==> config.mk <==
export PLATFORM = sky130hd
export DESIGN_NAME = shared_pwm_timer
export DESIGN_NICKNAME = d
export VERILOG_FILES = /design/src/rtl/spt_pkg.sv /design/src/rtl/spt_prescaler.sv /design/src/rtl/spt_counter.sv /design/src/rtl/spt_channel.sv /design/src/rtl/shared_pwm_timer.sv
export SDC_FILE = /design/constraint.sdc
export NUM_CORES = 1
export LEC_CHECK = 0
export BUFFER_PORTS_ARGS = -buffer_cell sky130_fd_sc_hd__buf_2
export CAP_MARGIN = 20
export CORE_MARGIN = 3
export CORE_UTILIZATION = 40
export CTS_BUF_LIST = sky130_fd_sc_hd__clkbuf_8
export DETAILED_ROUTE_END_ITERATION = 16
export PLACE_DENSITY_LB_ADDON = 0.05
export SETUP_SLACK_MARGIN = 0.05
export SLEW_MARGIN = 15
export SYNTH_ARGS = -nofsm -noshare
export SYNTH_HDL_FRONTEND = slang
export SYNTH_SLANG_ARGS = --single-unit
==> constraint.sdc <==
create_clock -name clk -period 4.8 [get_ports clk]
set_clock_uncertainty 0.05 [all_clocks]
set_input_delay 0.48 -clock clk [delete_from_list [all_inputs] [get_ports clk]]
set_output_delay 0.48 -clock clk [all_outputs]
set_load 0.05 [all_outputs]
==> src/rtl/spt_pkg.sv <==
package spt_pkg;

    // Register byte offsets; software decodes these positions.
    localparam int OFS_PARAM  = 'h04;
    localparam int OFS_GLOBAL = 'h08;
    localparam int OFS_CTRL   = 'h10;
    localparam int OFS_COUNT  = 'h14;
    localparam int OFS_MODULO = 'h18;
    localparam int OFS_CH0    = 'h20;
    localparam int CH_STRIDE  = 8;
    localparam int CH_CMP_OFS = 4;

    // Control register field layout.
    localparam int PS_W     = 3;
    localparam int CMOD_LSB = 3;
    localparam logic [1:0] CMOD_RUN = 2'b01;

    // Channel control register bit positions.
    localparam int CH_FLAG_BIT = 7;
    localparam int CH_EDGE_BIT = 5;
    localparam int CH_AUX_BIT  = 4;
    localparam int CH_POL_LSB  = 2;

    typedef enum logic [0:0] {
        CNT_STOP = 1'b0,
        CNT_RUN  = 1'b1
    } cnt_state_e;

    typedef enum logic [1:0] {
        CH_OFF        = 2'd0,
        CH_HIGH_TRUE  = 2'd1,
        CH_LOW_TRUE   = 2'd2
    } ch_mode_e;

endpackage

==> src/rtl/spt_prescaler.sv <==
module spt_prescaler
    import spt_pkg::*;
(
    input  logic            clk,
    input  logic            rst_n,
    input  logic            run,
    input  logic            restart,
    input  logic [PS_W-1:0] ps,
    output logic            tick
);

    localparam int PC_W = (1 << PS_W) - 1;

    logic [PC_W-1:0] pc_q;
    logic [PC_W:0]   limit;

    always_comb begin
        limit = ((PC_W+1)'(1) << ps) - (PC_W+1)'(1);
    end

    assign tick = run && ({1'b0, pc_q} == limit);

    always_ff @(posedge clk or negedge rst_n) begin
        if (!rst_n) begin
            pc_q <= '0;
        end else if (!run || restart || tick) begin
            pc_q <= '0;
        end else begin
            pc_q <= pc_q + PC_W'(1);
        end
    end

    // with a nonzero exponent two ticks never fall on adjacent cycles
    a_r2_tick_gap: assert property (@(posedge clk) disable iff (!rst_n)
        (tick && ps != '0) |=> (!tick || ps == '0));

endmodule

==> src/rtl/spt_counter.sv <==
module spt_counter
    import spt_pkg::*;
#(
    parameter int CNT_W = 16
) (
    input  logic             clk,
    input  logic             rst_n,
    input  logic             ctl_we,
    input  logic [1:0]       ctl_cmod,
    input  logic             tick,
    input  logic             cnt_clear,
    input  logic             mod_we,
    input  logic [CNT_W-1:0] mod_wdata,
    output logic             run,
    output logic             period_start,
    output logic [CNT_W-1:0] count,
    output logic [CNT_W-1:0] mod_act
);

    cnt_state_e st_q, st_d;

    logic [CNT_W-1:0] count_q;
    logic [CNT_W-1:0] mod_act_q;
    logic [CNT_W-1:0] mod_buf_q;
    logic             mod_pend_q;
    logic             wrap;

    // Next-state logic: START on a run-mode write, HALT on any other mode.
    always_comb begin
        st_d = st_q;
        if (ctl_we) begin
            unique case (st_q)
                CNT_STOP: if (ctl_cmod == CMOD_RUN) st_d = CNT_RUN;
                CNT_RUN:  if (ctl_cmod != CMOD_RUN) st_d = CNT_STOP;
            endcase
        end
    end

    always_ff @(posedge clk or negedge rst_n) begin
        if (!rst_n) st_q <= CNT_STOP;
        else        st_q <= st_d;
    end

    assign run  = (st_q == CNT_RUN);
    assign wrap = tick && (count_q >= mod_act_q);

    always_ff @(posedge clk or negedge rst_n) begin
        if (!rst_n) begin
            count_q <= '0;
        end else if (cnt_clear || wrap) begin
            count_q <= '0;
        end else if (tick) begin
            count_q <= count_q + CNT_W'(1);
        end
    end

    // Modulo double buffer: direct when stopped, deferred when running.
    always_ff @(posedge clk or negedge rst_n) begin
        if (!rst_n) begin
            mod_buf_q  <= '1;
            mod_act_q  <= '1;
            mod_pend_q <= 1'b0;
        end else begin
            if (mod_we) mod_buf_q <= mod_wdata;

            if (mod_we && !run) mod_act_q <= mod_wdata;
            else if (wrap && mod_pend_q) mod_act_q <= mod_buf_q;

            if (mod_we) mod_pend_q <= run;
            else if (wrap) mod_pend_q <= 1'b0;
        end
    end

    assign period_start = wrap;
    assign count        = count_q;
    assign mod_act      = mod_act_q;

    // a stopped counter keeps its value unless cleared
    a_r3_hold_stopped: assert property (@(posedge clk) disable iff (!rst_n)
        (!run && !cnt_clear) |=> $stable(count_q));

    // reaching the modulo on a tick returns the count to zero
    a_r4_wrap_zero: assert property (@(posedge clk) disable iff (!rst_n)
        (tick && count_q >= mod_act_q) |=> (count_q == '0));

    // below the modulo each tick adds exactly one
    a_r4_step_one: assert property (@(posedge clk) disable iff (!rst_n)
        (tick && count_q < mod_act_q && !cnt_clear) |=> (count_q == $past(count_q) + CNT_W'(1)));

    // a modulo write while stopped is active on the next cycle
    a_r5_mod_direct: assert property (@(posedge clk) disable iff (!rst_n)
        (mod_we && !run) |=> (mod_act_q == $past(mod_wdata)));

    // while running the active modulo only moves at a period start
    a_r6_mod_held: assert property (@(posedge clk) disable iff (!rst_n)
        (run && !wrap) |=> $stable(mod_act_q));

endmodule

==> src/rtl/spt_channel.sv <==
module spt_channel
    import spt_pkg::*;
#(
    parameter int CNT_W = 16
) (
    input  logic             clk,
    input  logic             rst_n,
    input  logic             run,
    input  logic             tick,
    input  logic             period_start,
    input  logic [CNT_W-1:0] count,
    input  logic             ctl_we,
    input  logic [7:0]       ctl_wdata,
    input  logic             cmp_we,
    input  logic [CNT_W-1:0] cmp_wdata,
    output logic [7:0]       ctl_rd,
    output logic [CNT_W-1:0] cmp_rd,
    output logic             pwm
);

    logic             flag_q;
    logic             edge_q;
    logic             aux_q;
    logic [1:0]       pol_q;
    logic [CNT_W-1:0] cmp_act_q;
    logic [CNT_W-1:0] cmp_buf_q;
    logic             cmp_pend_q;
    logic             below;
    logic             match_tick;
    ch_mode_e         mode;

    logic unused_ctl_bits;
    assign unused_ctl_bits = ^{ctl_wdata[6], ctl_wdata[1:0]};

    // Mode and polarity bits: immediate, no period buffering.
    always_ff @(posedge clk or negedge rst_n) begin
        if (!rst_n) begin
            edge_q <= 1'b0;
            aux_q  <= 1'b0;
            pol_q  <= 2'b00;
        end else if (ctl_we) begin
            edge_q <= ctl_wdata[CH_EDGE_BIT];
            aux_q  <= ctl_wdata[CH_AUX_BIT];
            pol_q  <= ctl_wdata[CH_POL_LSB +: 2];
        end
    end

    assign match_tick = tick && (count == cmp_act_q);

    // Match flag: set wins over a same-cycle clear.
    always_ff @(posedge clk or negedge rst_n) begin
        if (!rst_n) begin
            flag_q <= 1'b0;
        end else if (match_tick) begin
            flag_q <= 1'b1;
        end else if (ctl_we && ctl_wdata[CH_FLAG_BIT]) begin
            flag_q <= 1'b0;
        end
    end

    // Compare double buffer, same discipline as the modulo.
    always_ff @(posedge clk or negedge rst_n) begin
        if (!rst_n) begin
            cmp_buf_q  <= '0;
            cmp_act_q  <= '0;
            cmp_pend_q <= 1'b0;
        end else begin
            if (cmp_we) cmp_buf_q <= cmp_wdata;

            if (cmp_we && !run) cmp_act_q <= cmp_wdata;
            else if (period_start && cmp_pend_q) cmp_act_q <= cmp_buf_q;

            if (cmp_we) cmp_pend_q <= run;
            else if (period_start) cmp_pend_q <= 1'b0;
        end
    end

    always_comb begin
        if (!edge_q) begin
            mode = CH_OFF;
        end else begin
            unique case (pol_q)
                2'b10:   mode = CH_HIGH_TRUE;
                2'b01:   mode = CH_LOW_TRUE;
                default: mode = CH_OFF;
            endcase
        end
    end

    assign below = (count < cmp_act_q);

    always_comb begin
        unique case (mode)
            CH_HIGH_TRUE: pwm = below;
            CH_LOW_TRUE:  pwm = !below;
            default:      pwm = 1'b0;
        endcase
    end

    assign ctl_rd = {flag_q, 1'b0, edge_q, aux_q, pol_q, 2'b00};
    assign cmp_rd = cmp_act_q;

    // a tick on a matching count raises the flag
    a_r10_flag_sets: assert property (@(posedge clk) disable iff (!rst_n)
        match_tick |=> flag_q);

    // the flag stays set until a one is written to it
    a_r10_flag_sticky: assert property (@(posedge clk) disable iff (!rst_n)
        (flag_q && !(ctl_we && ctl_wdata[CH_FLAG_BIT])) |=> flag_q);

    // a zero compare keeps a high-true channel low
    a_r9_zero_low: assert property (@(posedge clk) disable iff (!rst_n)
        (mode == CH_HIGH_TRUE && cmp_act_q == '0) |-> !pwm);

    // a compare write while stopped is active on the next cycle
    a_r5_cmp_direct: assert property (@(posedge clk) disable iff (!rst_n)
        (cmp_we && !run) |=> (cmp_act_q == $past(cmp_wdata)));

    // while running the active compare only moves at a period start
    a_r6_cmp_held: assert property (@(posedge clk) disable iff (!rst_n)
        (run && !period_start) |=> $stable(cmp_act_q));

endmodule

==> src/rtl/shared_pwm_timer.sv <==
module shared_pwm_timer
    import spt_pkg::*;
#(
    parameter int NUM_CH = 4,
    parameter int CNT_W  = 16,
    parameter int ADDR_W = 8,
    parameter int DATA_W = 32
) (
    input  logic              clk,
    input  logic              rst_n,
    input  logic [ADDR_W-1:0] bus_addr,
    input  logic              bus_we,
    input  logic [DATA_W-1:0] bus_wdata,
    output logic [DATA_W-1:0] bus_rdata,
    output logic [NUM_CH-1:0] pwm_out
);

    localparam logic [ADDR_W-1:0] A_PARAM  = ADDR_W'(OFS_PARAM);
    localparam logic [ADDR_W-1:0] A_GLOBAL = ADDR_W'(OFS_GLOBAL);
    localparam logic [ADDR_W-1:0] A_CTRL   = ADDR_W'(OFS_CTRL);
    localparam logic [ADDR_W-1:0] A_COUNT  = ADDR_W'(OFS_COUNT);
    localparam logic [ADDR_W-1:0] A_MODULO = ADDR_W'(OFS_MODULO);

    function automatic logic [ADDR_W-1:0] ch_ctl_addr(input int idx);
        return ADDR_W'(OFS_CH0 + idx * CH_STRIDE);
    endfunction

    function automatic logic [ADDR_W-1:0] ch_cmp_addr(input int idx);
        return ADDR_W'(OFS_CH0 + idx * CH_STRIDE + CH_CMP_OFS);
    endfunction

    logic [PS_W-1:0]  ps_q;
    logic [1:0]       cmod_q;
    logic             ctl_we;
    logic             cnt_clear;
    logic             mod_we;
    logic             run;
    logic             tick;
    logic             period_start;
    logic [CNT_W-1:0] count;
    logic [CNT_W-1:0] mod_act;

    logic [7:0]       ch_ctl_rd [NUM_CH];
    logic [CNT_W-1:0] ch_cmp_rd [NUM_CH];

    logic unused_wr_hi;
    assign unused_wr_hi = ^bus_wdata[DATA_W-1:CNT_W];

    assign ctl_we    = bus_we && (bus_addr == A_CTRL);
    assign cnt_clear = bus_we && (bus_addr == A_COUNT);
    assign mod_we    = bus_we && (bus_addr == A_MODULO);

    always_ff @(posedge clk or negedge rst_n) begin
        if (!rst_n) begin
            ps_q   <= '0;
            cmod_q <= 2'b00;
        end else if (ctl_we) begin
            ps_q   <= bus_wdata[PS_W-1:0];
            cmod_q <= bus_wdata[CMOD_LSB +: 2];
        end
    end

    spt_counter #(.CNT_W(CNT_W)) u_counter (
        .clk          (clk),
        .rst_n        (rst_n),
        .ctl_we       (ctl_we),
        .ctl_cmod     (bus_wdata[CMOD_LSB +: 2]),
        .tick         (tick),
        .cnt_clear    (cnt_clear),
        .mod_we       (mod_we),
        .mod_wdata    (bus_wdata[CNT_W-1:0]),
        .run          (run),
        .period_start (period_start),
        .count        (count),
        .mod_act      (mod_act)
    );

    spt_prescaler u_prescaler (
        .clk     (clk),
        .rst_n   (rst_n),
        .run     (run),
        .restart (cnt_clear),
        .ps      (ps_q),
        .tick    (tick)
    );

    for (genvar gi = 0; gi < NUM_CH; gi++) begin : g_ch
        logic ch_ctl_we;
        logic ch_cmp_we;

        assign ch_ctl_we = bus_we && (bus_addr == ch_ctl_addr(gi));
        assign ch_cmp_we = bus_we && (bus_addr == ch_cmp_addr(gi));

        spt_channel #(.CNT_W(CNT_W)) u_chan (
            .clk          (clk),
            .rst_n        (rst_n),
            .run          (run),
            .tick         (tick),
            .period_start (period_start),
            .count        (count),
            .ctl_we       (ch_ctl_we),
            .ctl_wdata    (bus_wdata[7:0]),
            .cmp_we       (ch_cmp_we),
            .cmp_wdata    (bus_wdata[CNT_W-1:0]),
            .ctl_rd       (ch_ctl_rd[gi]),
            .cmp_rd       (ch_cmp_rd[gi]),
            .pwm          (pwm_out[gi])
        );
    end

    // Read multiplexer; unmapped offsets and the global word read zero.
    always_comb begin
        bus_rdata = '0;
        if (bus_addr == A_PARAM) begin
            bus_rdata[7:0] = 8'(NUM_CH);
        end else if (bus_addr == A_GLOBAL) begin
            bus_rdata = '0;
        end else if (bus_addr == A_CTRL) begin
            bus_rdata[PS_W-1:0]       = ps_q;
            bus_rdata[CMOD_LSB +: 2]  = cmod_q;
        end else if (bus_addr == A_COUNT) begin
            bus_rdata[CNT_W-1:0] = count;
        end else if (bus_addr == A_MODULO) begin
            bus_rdata[CNT_W-1:0] = mod_act;
        end else begin
            for (int i = 0; i < NUM_CH; i++) begin
                if (bus_addr == ch_ctl_addr(i)) bus_rdata[7:0] = ch_ctl_rd[i];
                if (bus_addr == ch_cmp_addr(i)) bus_rdata[CNT_W-1:0] = ch_cmp_rd[i];
            end
        end
    end

    // the counter only leaves zero-progress when the run mode is stored
    a_r2_run_mode: assert property (@(posedge clk) disable iff (!rst_n)
        (cmod_q != CMOD_RUN) |-> !tick);

endmodule

==> flow_summary.yaml, run 1 <==
timing:
  tns_ns: 0
  slew_headroom: 0.338
  setup_viol: 0
  tightest_slew_ns: 0.990
  fin_crit_sh: 0.820
  fmaxAchievable_mhz: 254
  hold_viol: 0
  fin_crit_ns: 3.93
  drv_slew: 0
  rsz0062_at_grt: "no"
setup_path:
  worstSetupEndpoint: "pwm_out[3]"
  required_ns: 4.27
  startpoint_type: "register"
  r2r_cells: 6
  startpoint: "u_counter.count[5]$_DFFE_PN0P_"
  path_max_fanout: 9
  r2r_slack_ns: 1.34
  timing.rr.start: "ps_q[1]$_DFFE_PN0P_"
  end_kind: "primary output"
  r2r-end: "g_ch[3].u_chan.cmp_rd[2]$_DFFE_PN0P_"
  critPathArrivalTime_ns: 3.40
  critPathKind: "reg2out"
clock_network:
  clk_pin_slew_ns: 0.06
  numClockSinks: 214
  cts_tree: "built"
  cts_root_buf: "clkbuf_8"
  htreeDepth: 2
  cts_buffers: 41
  clockBufferDepth: 3
  post_cts_resized: 0
  clk-insertion-delay-late_ns: 0.55
route:
  viasPerCell: 6.03
  drtIter0Drc: 891
  drt-total-wl_um: 45100
  vias: 11000
  drtAntennaViolNets: 0
  firstDrtPassIters: 9
  wl_met1_um: 20900
  dr_wl_met2_um: 20500
  wl_per_cell_um: 24.7
  wl_met3_um: 2370
  drc: 0
  dr.max_layer_used: "met4"
yosys:
  synth.yosys.seq_area_share: 0.414
  synth_edf_count: 0
  synth-main-ff-cell: "dfrtp_1"
  ys_ff_latch: 214
  synth_area_mm2: 0.0130
  postSynthAreaPerCell_um2: 9.64
  async_flop_share: 1.00
  ys_warn_count: 0
  yosys.cell_types.count: 69
  syn-instance-count: 1353
final_layout:
  fill_cells: 3119
  multi_input_area_mm2: 0.00681
  regArea_mm2: 0.00540
  final_nets: 1486
  n_antenna_cell: 0
  drive_above_1_share: 0.207
  syn_to_final_growth_pct: 10.8
power:
  p_leak_nw: 6.87
  peakVddDrop_uv: 162
  p_per_area_mw_per_mm2: 306
  power.total_mw: 4.42
global_route:
  grt.total_usage: 0.254
  antenna_found_initial: 0
  grt_pass1_wl_um: 68700
  gr-total-overflow: 0
  grt_pass1_vias: 10700
  grt_max_degree: 105
floorplanning:
  boundaryPins: 79
  design.die.area_mm2: 0.0348
  start_util: 0.409
  rows: 65
  die_x_um: 187
  design.core.area_mm2: 0.0319
  die_h_um: 187
place:
  port-buffer-count: 46
  globalplace.congestion: 0.895
  dp_hpwl_um: 30200
run_status:
  outcome: "completed"
run:
  cap_violations: 0
worst_hold_path:
  hold_class: "in2reg"
report_power, final:
group / total, mW / switching (mW) / internal, mW
logic: 0.553 / 0.366 / 0.187
clock network: 1.85 / 0.820 / 1.03
registers: 2.02 / 0.111 / 1.91
placed cells by master, fill, tap and decap left out, types with 16 or more instances in the layout:
| cell | n |
|---|---|
| nand3_1 | 27 |
| nor2_1 | 78 |
| buf_2 | 45 |
| o22ai_1 | 18 |
| inv_1 | 108 |
| and3_1 | 22 |
| a211o_1 | 16 |
| o22a_1 | 18 |
| nor3_1 | 22 |
| ha_1 | 82 |
| dfstp_2 | 32 |
| nand4_1 | 58 |
| nand2_1 | 80 |
| mux2_2 | 97 |
| a22oi_1 | 17 |
| o31ai_1 | 74 |
| buf_4 | 31 |
| dfrtp_1 | 182 |
| clkbuf_8 | 56 |
| conb_1 | 16 |
| a21oi_1 | 55 |
| a31oi_1 | 55 |
| o21ai_0 | 41 |
cell families after synthesis:
| group | after synthesis | synth area share |
|---|---|---|
| XOR/XNOR | 8 | 0.00537 |
| multiplexers | 107 | 0.0962 |
| adder cells (fa/ha/maj) | 82 | 0.0786 |
| flip-flops | 214 | 0.414 |
| AND/OR/NAND/NOR | 342 | 0.133 |
| other | 1 | 0.000287 |
| AO/OA/AOI/OAI | 373 | 0.200 |
| buffers and inverters | 226 | 0.0730 |
how the worst min path moves through the flow:
stage / cells past startpoint / slack, ns / to / from
2_1_floorplan: 0 / 0.13 / cmod_q[0]$_DFFE_PN0P_ / rst_n
5_1_grt: 2 / 0.14 / g_ch[0].u_chan.cmp_rd[7]$_DFFE_PN0P_ / bus_wdata[7]
3_3_place_gp: 2 / 0.42 / g_ch[2].u_chan.cmp_buf_q[7]$_DFFE_PN0P_ / g_ch[2].u_chan.cmp_buf_q[7]$_DFFE_PN0P_
4_1_cts: 2 / 0.12 / g_ch[0].u_chan.cmp_rd[7]$_DFFE_PN0P_ / bus_wdata[7]
3_5_place_dp: 2 / 0.42 / g_ch[2].u_chan.cmp_buf_q[7]$_DFFE_PN0P_ / g_ch[2].u_chan.cmp_buf_q[7]$_DFFE_PN0P_
6_report: 2 / 0.13 / g_ch[0].u_chan.cmp_rd[7]$_DFFE_PN0P_ / bus_wdata[7]
state kept, by name, indices dropped and copies added, names as in the netlist, 2 cells and up:
signal / cells
g_ch.u_chan.aux_q: 4
g_ch.u_chan.cmp_buf_q: 64
u_counter.mod_act: 16
u_counter.count: 16
g_ch.u_chan.edge_q: 4
g_ch.u_chan.cmp_pend_q: 4
g_ch.u_chan.flag_q: 4
ps_q: 3
cmod_q: 2
g_ch.u_chan.cmp_rd: 64
u_prescaler.pc_q: 7
g_ch.u_chan.pol_q: 8
u_counter.mod_buf_q: 16
cell type report:
| class | instances | share of cell area |
|---|---|---|
| flip-flops and latches | 214 | 0.373 |
| clock inverters | 15 | 0.00416 |
| inverters | 96 | 0.0249 |
| multi-input cells | 928 | 0.471 |
| well taps | 435 | 0.0377 |
| repair buffers | 80 | 0.0356 |
| clock buffers | 56 | 0.0533 |
metal layers:
metal	GRT usage	up-vias
met5	0	-
met2	0.401	344
li1	-	5055
met4	0.0832	0
met1	0.359	5515
met3	0.0393	90
critical path: stages, from the launching register on:
cell      delay (ns)
dfrtp_1         0.76
ha_1            0.35
o21a_1          0.17
o21a_1          0.16
o221ai_1        0.22
a21oi_1         0.11
or4b_2          0.61
a21boi_0        0.18
buf_2           0.29
what timing repair did:
| item | 4_1_cts | 5_1_grt |
|---|---|---|
| setup buffers | 0 | 0 |
| hold buffers | 1 | 0 |
| hold endpoints to repair | 8 | 0 |
synth_stat cells, types with 22 or more instances:
master	n	area, µm²
o21ai_0	41	205
nand4_1	58	363
mux2_2	97	1090
a21oi_1	56	280
nor3_1	22	110
o31ai_1	74	556
dfrtp_1	182	4550
nor2_1	80	300
nand2_1	80	300
dfstp_2	32	841
and3_1	22	138
inv_1	94	353
nand3_1	27	135
a31oi_1	55	344
ha_1	82	1030
clkbuf_1	76	285
metrics by stage:
step	utilization	hold WS [ns]	instances	cell area [µm²]	worst slack, ns
2_1_floorplan	-	0.134	1368	13100	1.31
3_3_place_gp	0.426	0.416	1750	13600	1.19
3_5_place_dp	0.427	0.420	1751	13600	1.15
4_1_cts	0.453	0.121	1823	14400	0.832
5_1_grt	0.453	0.139	1824	14500	0.715
6_report	0.453	0.131	1824	14500	0.866
Power figures use the tool's default switching activity.
==> inputs of run 2 (changes only) <==
--- a/config.mk
+++ b/config.mk
@@ -5,6 +5,7 @@
 export SDC_FILE = /design/constraint.sdc
 export NUM_CORES = 1
 export LEC_CHECK = 0
+export ABC_AREA = 1
 export BUFFER_PORTS_ARGS = -buffer_cell sky130_fd_sc_hd__buf_2
 export CAP_MARGIN = 20
 export CORE_MARGIN = 3
==> constraint.sdc (replaced) <==
create_clock -name clk -period 3.3 [get_ports clk]
set_clock_uncertainty 0.05 [all_clocks]
set_input_delay 0.33 -clock clk [delete_from_list [all_inputs] [get_ports clk]]
set_output_delay 0.33 -clock clk [all_outputs]
set_load 0.05 [all_outputs]
==> run 2 against run 1 <==
Cell count up 23%; sequential share of layout area down 0.72 points; flip-flop and latch count unchanged; power up 52%; count of clock-buffer cells in the layout up 1; non-clock buffer count up 15; register-to-register slack worse by 0.84 ns; core utilization up 1.1 points; hold slack worse by 0.11 ns; die area down 0.21%; synthesized cell count up 27%; critical path type unchanged; highest routed layer unchanged.
==> flow_summary.yaml, run 2 <==
run_status:
  outcome: "completed"
yosys:
  yosysMostFrequentCell: "nand2_1"
  yosys-top-cells-area: "dfrtp_1, nand2_1, o21ai_0"
  synth_top_area_cell: "dfrtp_1"
  synth_area_mm2: 0.0130
  synth.yosys.seq_area_share: 0.414
  synth_commonest_cells: "nand2_1, o21ai_0, inv_1"
  synth-main-ff-cell: "dfrtp_1"
  yosysTopAreaCellShare: 0.350
  postSynthAreaPerCell_um2: 7.60
  ys_warn_count: 0
  ys_ff_latch: 214
  yosys.cell_types.count: 49
  async_flop_share: 1.00
  syn-instance-count: 1713
  synth_edf_count: 0
clock_network:
  clk_pin_slew_ns: 0.05
  cts_tree: "built"
  clockBufferDepth: 3
  numClockSinks: 214
  htreeDepth: 2
  cts_root_buf: "clkbuf_8"
  clk-insertion-delay-late_ns: 0.58
  cts_buffers: 43
timing:
  fin_crit_sh: 0.942
  drv_slew: 0
  setup_viol: 0
  fin_crit_ns: 3.11
  fmaxAchievable_mhz: 322
  rsz0062_at_grt: "yes"
  hold_slack_ns: 0.0222
  tns_ns: 0
  tightest_slew_ns: 1.04
  layout_setup_ws_ns: 0.190
  slew_headroom: 0.306
  hold_viol: 0
worst_hold_path:
  whs_endpoint: "u_counter.run$_DFFE_PN0P_"
  whs_path_depth: 2
  hold_class: "in2reg"
  min_from: "bus_wdata[4]"
power:
  p_per_area_mw_per_mm2: 456
  p_leak_nw: 7.38
  switchingPower_mw: 1.95
  p_seq_frac: 0.442
  switching_share: 0.289
  p_int_mw: 4.79
  comb_power_share: 0.123
  clkPwrFrac: 0.435
  peakVddDrop_uv: 255
  power.total_mw: 6.74
floorplanning:
  boundaryPins: 79
  design.core.area_mm2: 0.0318
  start_util: 0.409
  die_h_um: 186
  die_x_um: 186
  design.die.area_mm2: 0.0347
  rows: 65
route:
  viasPerCell: 5.13
  drt-total-wl_um: 42200
  drc: 0
  vias: 11600
  wl_per_cell_um: 18.8
  drtAntennaViolNets: 0
  firstDrtPassIters: 6
  drtIter0Drc: 959
setup_path:
  critPathMaxStageDelay_ns: 0.46
  r2r_slack_ns: 0.50
  r2r-end: "u_prescaler.pc_q[2]$_DFF_PN0_"
  path_cells: "buf_4 > ha_1 > a21oi_1 > o21ai_0 > o21ai_0 > nand3_1 > o21ai_0 > nand2_1 > nor2_1 > buf_4"
  required_ns: 2.92
  slowest_stage: "dfrtp_2"
  timing.rr.start: "ps_q[2]$_DFFE_PN0P_"
  critPathArrivalTime_ns: 2.73
  critPathKind: "reg2out"
  path_max_fanout: 5
  startpoint_type: "register"
  end_kind: "primary output"
  crit_top_cell: "o21ai_0"
  r2r_cells: 9
final_layout:
  syn_to_final_growth_pct: 13.4
  final_common_cell: "nand2_1"
  final_cell_mix: "nand2_1, o21ai_0, inv_1"
  instances_no_fill: 2250
  final_nets: 1909
  drive_above_1_share: 0.137
global_route:
  grt.total_usage: 0.242
  grt_pass1_wl_um: 65400
  grt_max_degree: 98
  gr-total-overflow: 0
  grt_pass1_vias: 10900
  antenna_found_initial: 0
place:
  dp_hpwl_um: 30000
  port-buffer-count: 46
  place_inst: 2161
  dp_slack_ns: 0.497
  globalplace.congestion: 0.913
run:
  cap_violations: 0
run 2: cell types whose count changed after synthesis, moves of 23 or more:
cell and delta:
a31oi_1 -50, clkbuf_1 -44, inv_1 +98, mux2_2 -97
nand2_1 +431, nand3_1 +97, nand4_1 -34, o21ai_0 +170
o21ai_1 +23, o31ai_1 -74
run 2: how the worst max path moves through the flow:
stage               depth (start not counted)                                    end                       startpoint  slack, ns
finish                                     10                             pwm_out[0]   u_counter.count[5]$_DFFE_PN0P_       0.19
global placement                           12   g_ch[0].u_chan.cmp_rd[5]$_DFFE_PN0P_                      bus_addr[1]       0.51
floorplan                                   9                          bus_rdata[11]                      bus_addr[1]       0.67
global route                                9                             pwm_out[0]  u_counter.count[15]$_DFFE_PN0P_       0.05
CTS                                         9                             pwm_out[0]   u_counter.count[9]$_DFFE_PN0P_       0.06
detailed placement                         12  g_ch[0].u_chan.cmp_rd[12]$_DFFE_PN0P_                      bus_addr[1]       0.50
run 2: cell type report:
class,count,area [µm²]
fill,3259,17000
clock buffer,57,785
clock inverter,18,133
sequential,214,5410
multi-input combinational,1222,6450
tap,435,544
timing repair buffer,95,658
inverter,208,787
antenna,1,2.50
run 2: critical path: cells and delay by family (launching register included):
kind                       cells  cell delay, ns
and+or+nand+nor                3            0.41
AOI/OAI and AO/OA              4            0.57
buffers and inverters          2            0.39
adders and majority gates      1            0.31
DFF                            1            0.46
run 2: power by group through the flow:
stage / sequential (mW) / clock (mW) / combinational (mW)
after floorplan: 2.96 / 0 / 0.582
after global placement: 3.01 / 0 / 0.805
after detailed placement: 3.02 / 0 / 0.820
after CTS: 2.97 / 3.00 / 0.833
after global routing: 3.00 / 3.13 / 0.948
final: 2.97 / 2.93 / 0.831
run 2: cell families (layout without fill, tap and decap cells):
family | Yosys count | after routing | synth area share
buffers and inverters | 292 | 378 | 0.0955
other | 1 | 17 | 0.000288
adder cells (fa/ha/maj) | 82 | 82 | 0.0788
AO/OA/AOI/OAI | 328 | 328 | 0.134
AND/OR/NAND/NOR | 778 | 778 | 0.264
XOR/XNOR | 18 | 18 | 0.0121
flip-flops | 214 | 214 | 0.414
run 2: per-layer routing:
metal	global-route usage	part of all wire	wire length [µm]	vias to the layer above
li1	-	-	-	5730
met2	0.354	0.42	17600	318
met1	0.360	0.49	20700	5435
met3	0.0434	0.061	2570	69
met5	0	0	0	-
met4	0.0826	0.033	1380	0
run 2: metrics by stage:
stage | cell area, µm² | util
after detailed placement | 13700 | 0.431
after floorplan | 13100 | -
final | 14800 | 0.464
after CTS | 14700 | 0.462
after global routing | 14800 | 0.464
after global placement | 13700 | 0.431
run 2: repair_timing:
action | in CTS | in global routing
endpoints found under the setup margin | 2 | 4
endpoints found under the hold margin | 89 | 0
hold buffers | 8 | 0
resized for setup | 5 | 9
gates cloned | 0 | 0
setup buffers | 0 | 5
